### config.mk
export PLATFORM = sky130hd
export DESIGN_NAME = cla16_adder
export DESIGN_NICKNAME = d
export VERILOG_FILES = /design/src/rtl/cla_pkg.sv /design/src/rtl/cla_lookahead.sv /design/src/rtl/cla_group.sv /design/src/rtl/cla16_adder.sv
export SDC_FILE = /design/constraint.sdc
export NUM_CORES = 1
export LEC_CHECK = 0
export BUFFER_PORTS_ARGS = -buffer_cell sky130_fd_sc_hd__buf_2
export CORE_UTILIZATION = 35
export DETAILED_ROUTE_END_ITERATION = 10
export MAX_ROUTING_LAYER = met4
export PLACE_DENSITY_LB_ADDON = 0.3
export SETUP_SLACK_MARGIN = 0.4
export SLEW_MARGIN = 40
export SYNTH_ARGS = -nofsm -noshare
export SYNTH_HDL_FRONTEND = slang
export SYNTH_HIERARCHICAL = 1
export SYNTH_SLANG_ARGS = --single-unit
### constraint.sdc
create_clock -name vclk -period 3.8
set_input_delay 0.76 -clock vclk [all_inputs]
set_output_delay 0.76 -clock vclk [all_outputs]
set_load 0.005 [all_outputs]
### src/rtl/cla_pkg.sv
package cla_pkg;

    localparam int GRP_W   = 4;
    localparam int NUM_GRP = 4;
    localparam int DATA_W  = GRP_W * NUM_GRP;

    typedef struct packed {
        logic gen;
        logic prop;
    } gp_pair_t;

    function automatic logic [DATA_W:0] ref_add(input logic [DATA_W-1:0] x,
                                                input logic [DATA_W-1:0] y,
                                                input logic             ci);
        return {1'b0, x} + {1'b0, y} + {{DATA_W{1'b0}}, ci};
    endfunction

endpackage

### src/rtl/cla_lookahead.sv
module cla_lookahead #(
    parameter int N = 4
) (
    input  logic [N-1:0] gen_in,
    input  logic [N-1:0] prop_in,
    input  logic         c0,
    output logic [N-1:0] carries,
    output cla_pkg::gp_pair_t group_gp
);
    always_comb begin
        for (int k = 0; k < N; k++) begin
            logic acc;
            logic term;
            acc = 1'b0;
            for (int j = 0; j < k; j++) begin
                term = gen_in[j];
                for (int m = j + 1; m < k; m++) term = term & prop_in[m];
                acc = acc | term;
            end
            term = c0;
            for (int m = 0; m < k; m++) term = term & prop_in[m];
            carries[k] = acc | term;
        end
    end

    always_comb begin
        logic acc;
        logic term;
        acc = 1'b0;
        for (int j = 0; j < N; j++) begin
            term = gen_in[j];
            for (int m = j + 1; m < N; m++) term = term & prop_in[m];
            acc = acc | term;
        end
        group_gp.gen  = acc;
        group_gp.prop = &prop_in;
    end
endmodule

### src/rtl/cla_group.sv
module cla_group #(
    parameter int W = 4
) (
    input  logic [W-1:0] a,
    input  logic [W-1:0] b,
    input  logic         cin,
    output logic [W-1:0] sum,
    output cla_pkg::gp_pair_t gp
);
    logic [W-1:0] bit_gen;
    logic [W-1:0] bit_prop;
    logic [W-1:0] bit_carry;

    assign bit_gen  = a & b;
    assign bit_prop = a | b;

    cla_lookahead #(.N(W)) u_la (
        .gen_in   (bit_gen),
        .prop_in  (bit_prop),
        .c0       (cin),
        .carries  (bit_carry),
        .group_gp (gp)
    );

    assign sum = a ^ b ^ bit_carry;
endmodule

### src/rtl/cla16_adder.sv
module cla16_adder
    import cla_pkg::*;
(
    input  logic [DATA_W-1:0] a_in,
    input  logic [DATA_W-1:0] b_in,
    input  logic              carry_in,
    output logic [DATA_W-1:0] sum_out,
    output logic              carry_out
);
    gp_pair_t           grp_gp [NUM_GRP];
    logic [NUM_GRP-1:0] grp_gen;
    logic [NUM_GRP-1:0] grp_prop;
    logic [NUM_GRP-1:0] grp_cin;
    gp_pair_t           top_gp;

    for (genvar k = 0; k < NUM_GRP; k++) begin : g_grp
        cla_group #(.W(GRP_W)) u_grp (
            .a   (a_in[k*GRP_W +: GRP_W]),
            .b   (b_in[k*GRP_W +: GRP_W]),
            .cin (grp_cin[k]),
            .sum (sum_out[k*GRP_W +: GRP_W]),
            .gp  (grp_gp[k])
        );
        assign grp_gen[k]  = grp_gp[k].gen;
        assign grp_prop[k] = grp_gp[k].prop;
    end

    cla_lookahead #(.N(NUM_GRP)) u_second (
        .gen_in   (grp_gen),
        .prop_in  (grp_prop),
        .c0       (carry_in),
        .carries  (grp_cin),
        .group_gp (top_gp)
    );

    assign carry_out = top_gp.gen | (top_gp.prop & carry_in);
endmodule

# --- Word-level counts from Yosys, hierarchy flattened ---
# Index checks and enable logic that the tools add are counted.
classes:
  reduce_logical: 5
  bitwise_logic: 108
ops:
  columns: ["cell", "n"]
  rows:
  - ["AND 1 bit", 46]
  - ["bitwise OR 1 bit", 46]
  - ["XOR 4 bit", 8]
  - ["AND 4 bit", 4]
  - ["bitwise OR 4 bit", 4]
  - ["AND reduction 16 bit", 1]
  - ["AND reduction 4 bit", 4]
totals:
  register_bits: 0
  wordCells: 113

# --- Longest topological paths before layout ---
depth:
  word_depth: 17
  mapped_depth: 10
  ltp_nobuf: 10

# --- Cells and area by module ---
# The synthesis kept the hierarchy.
by_module_without_submodules:
  columns: ["module", "area_per_inst_um2", "cells_per_inst", "instances"]
  rows:
  - ["cla_group", 180.2, 24, 4]
  - ["cla_lookahead", 65.1, 11, 5]
  - ["cla16_adder", 7.5, 1, 1]

# --- Least setup slack after synthesis ---
# No wires, ideal clock.
synth_path:
  path_kind: "input -> output"
  start: "in a_in[1]"
  end: "out sum_out[15]"
  arrival_ns: 2.158
  path_buffers: 0
  path_slack_ns: 0.882
  cell_stages: 10
  required_ns: 3.040
  cell_sequence: "inv_1 ha_1 inv_1 a21oi_1 o21ai_1 a21o_1 a31o_1 a21o_1 a31o_1 xor2_1"
synth_between:
  elab_chain_len: 17
  elab_cells_between_ends: 24
  cone_classes: "bitwise: 23; reduce/logical: 1"
synth_lines:
  columns: ["item", "line_no", "source"]
  rows:
  - ["from (decl)", "cla16_adder.sv:4", "input logic [DATA_W-1:0] a_in,"]
  - ["bitwise OR 4 bit", "cla_group.sv:15", "assign bit_prop = a | b;"]
  - ["net g_grp[0].u_grp.bit_prop[1]", "cla_group.sv:11", "logic [W-1:0] bit_prop;"]
  - ["AND 1 bit (3 in a row)", "cla_lookahead.sv:32", "for (int m = j + 1; m < N; m++) term = term & prop_in[m];"]
  - ["bitwise OR 1 bit (3 in a row)", "cla_lookahead.sv:33", "acc = acc | term;"]
  - ["net grp_gen[0]", "cla16_adder.sv:11", "logic [NUM_GRP-1:0] grp_gen;"]
  - ["AND 1 bit (2 in a row)", "cla_lookahead.sv:17", "for (int m = j + 1; m < k; m++) term = term & prop_in[m];"]
  - ["bitwise OR 1 bit (2 in a row)", "cla_lookahead.sv:18", "acc = acc | term;"]
  - ["bitwise OR 1 bit", "cla_lookahead.sv:22", "carries[k] = acc | term;"]
  - ["net grp_cin[3]", "cla16_adder.sv:13", "logic [NUM_GRP-1:0] grp_cin;"]
  - ["AND 1 bit (3 in a row)", "cla_lookahead.sv:21", "for (int m = 0; m < k; m++) term = term & prop_in[m];"]
  - ["bitwise OR 1 bit", "cla_lookahead.sv:22", null]
  - ["net g_grp[3].u_grp.bit_carry[3]", "cla_group.sv:12", "logic [W-1:0] bit_carry;"]
  - ["XOR 4 bit", "cla_group.sv:25", "assign sum = a ^ b ^ bit_carry;"]
  - ["to (decl)", "cla16_adder.sv:7", "output logic [DATA_W-1:0] sum_out,"]
# The timed path passes the listed nets, and every way through them passes these cells.

# --- Worst setup path after layout ---
layout_path:
  start: "in a_in[1]"
  end: "out sum_out[7]"
layout_between:
  elab_chain_len: 13
  elab_cells_between_ends: 18
  cone_classes: "bitwise: 17; reduce/logical: 1"
layout_lines:
  columns: ["item", "line_no"]
  rows:
  - ["bitwise OR 4 bit", "cla_group.sv:15"]
  - ["net g_grp[0].u_grp.bit_prop[1]", "cla_group.sv:11"]
  - ["AND 1 bit (3 in a row)", "cla_lookahead.sv:32"]
  - ["bitwise OR 1 bit (3 in a row)", "cla_lookahead.sv:33"]
  - ["net grp_gen[0]", "cla16_adder.sv:11"]
  - ["bitwise OR 1 bit", "cla_lookahead.sv:22"]
  - ["net grp_cin[1]", "cla16_adder.sv:13"]
  - ["AND 1 bit (3 in a row)", "cla_lookahead.sv:21"]
  - ["bitwise OR 1 bit", "cla_lookahead.sv:22"]
  - ["net g_grp[1].u_grp.bit_carry[3]", "cla_group.sv:12"]
  - ["XOR 4 bit", "cla_group.sv:25"]
# The timed path passes the listed nets, and every way through them passes these cells.

==> qor.yml <==
worst_setup_path:
  critPathMaxStageDelay_ns: 0.23
  worstSetupPathType: "in -> out"
  setup.worst_path.start: "a_in[1]"
  crit_arrival_ns: 2.50
  path_max_fanout: 4
  cpLargestDelayFamily: "compound AO/OA/AOI/OAI gates"
  slowest_stage: "a31o_1"
  cp_num_buf_inv: 6
  critPathRequiredTime_ns: 3.04
  setup.worst_path.end_class: "output pin"
  path_cells: "buf_2, inv_1, ha_1, inv_1, a21oi_2, o21ai_1, a21o_1, buf_4, buf_4, a21o_1, a31o_1, xor2_1, buf_2"
  cp-start-kind: "primary input"
timing:
  drv_slew: 0
  finalHoldViolations: 0
  fmax_mhz: 307.2
  rsz0062_at_grt: "false"
  tightest_slew_ns: 0.2553
  fin_setup_tns_ns: 0
  period_needed_ns: 3.256
  slew_headroom_pct: 82.87
  period_share_pct: 85.67
  finalSetupViolCount: 0
routing:
  vias: 1005
  postRouteWirelength_um: 1939
  dr.pass1.iters: 7
  drc: 10
  drtAntennaViolNets: 0
  first_iter_violations: 20
  drt-vias-per-instance: 4.351
  wire_per_inst_um: 8.394
final_layout:
  final_common_cell: "buf_2"
  drive_gt1_share_pct: 27.00
  layout_common_cells: "50 x buf_2, 48 x inv_1, 32 x ha_1, 16 x a21o_1, 16 x xor2_1"
  fin_area_um2: 1331
  seq_cell_count: 0
  fill_cells: 306
  regArea_um2: 0
  n_clock_buffer: 0
  diodes: 0
  syn2layout_area_growth_pct: 26.37
  finalNetCount: 267
pwr:
  p_leak_nw: 0.9260
  power.density_nw_per_um2: 136.3
  ir_worst_vdd_mv: 0.07150
synth:
  synth_fp_nets: 217
  avgSynthCellArea_um2: 6.931
  synth_xor_xnor_area_share_pct: 13.30
  synthSimpleGateAreaFrac_pct: 5.344
  synth.area.top_cells: "ha_1 38%, inv_1 17%, xor2_1 13%"
  yosysTopAreaCell: "ha_1"
  yosysWarnings: 6
  synth_mux_area_share_pct: 0
  synth_fa_ha_area_share_pct: 38.00
  seq_area_frac_synth_pct: 0
  synth_compound_area_share_pct: 22.68
  yosysTopAreaCellShare_pct: 38.00
  ys_types: 10
  synthCells: 152
  synth_top_family_by_area: "adder cells"
  synth_area_um2: 1054
die:
  core_um2: 2805
  initial_core_util_pct: 37.56
  dieArea_um2: 3234
  die_height_um: 56.87
  fp-row-count: 19
  num_io_pins: 50
  die_w_um: 56.87
global_routing:
  grt_pass1_vias: 841
  grtUsageTotal_pct: 11.54
  grt_pass1_wl_um: 3118
  grt_max_degree: 5
  antenna_found_initial: 0
  overflow: 0
job:
  cap_violations: 0
min_path:
  hold_path_startpoint: "carry_in"
  worstHoldPathType: "in -> out"
place:
  dpl-instance-area_um2: 1305
  io_buffers: 50
  routabilityCongestion: 0.7962
  dp_hpwl_um: 1773
status:
  status: "finished, violations left"
  violations: "design-rule violations"
clocking:
  cts_hold_buf: 0
synthesized netlist by cell type, drive strengths merged:
library cell,instances
a21oi,10
ha,32
a31o,5
nand2,10
nor2,5
a21o,16
xor2,16
o21ai,5
buf,5
inv,48
stage by stage:
step / hold slack [ns] / util (%) / power (W) / setup WS, ns / instances
4_1_cts: 1.838 / 46.52 / 0.0001780 / 0.5402 / 228
5_1_grt: 1.854 / 47.46 / 0.0002045 / 0.3900 / 231
3_5_place_dp: 1.836 / 46.52 / 0.0001769 / 0.5521 / 228
6_report: 1.837 / 47.46 / 0.0001814 / 0.5445 / 231
2_1_floorplan: 1.618 / - / 0.0001122 / 0.8820 / 152
3_3_place_gp: 1.831 / 46.52 / 0.0001763 / 0.5684 / 228
path summary, 6_finish.rpt:
kind  slack, ns          to  cells after the start
max        0.54  sum_out[7]                     13
min        1.84  sum_out[0]                      3
cell type report:
type | count | area (µm²) | share of cell area (%)
Inverter | 48 | 180.2 | 13.53
Multi-Input combinational cell | 99 | 839.6 | 63.06
Tap cell | 31 | 38.79 | 2.914
Timing Repair Buffer | 53 | 272.8 | 20.49
repair_timing:
action	CTS	global route
setup endpoints to repair	0	2
gates resized for setup	0	1
setup buffers	0	3
power breakdown:
| group | switching [W] | total (W) | internal, W | leakage [nW] |
|---|---|---|---|---|
| Sequential | 0 | 0 | 0 | 0 |
| Combinational | 0.0000879 | 0.000181 | 0.0000935 | 0.926 |
| Clock | 0 | 0 | 0 | 0 |
| Total | 0.0000879 | 0.000181 | 0.0000935 | 0.926 |
kinds of logic (layout without fill, tap and decap cells):
logic type	Yosys count	count (layout)
buf+inv	53	101
compound gates	36	36
fa+ha+maj	32	32
xor+xnor	16	16
simple gates	15	15
layer usage:
metal / part of all wire [%] / track usage (%) / up-vias / wire length [µm]
li1: - / - / 557 / -
met1: 47 / 15.25 / 420 / 921
met2: 47 / 20.75 / 28 / 904
met3: 5.8 / 0.4608 / 0 / 113
met4: 0 / 0 / 0 / 0
met5: 0 / - / - / 0
No activity file was read; power rests on OpenSTA's default activity.
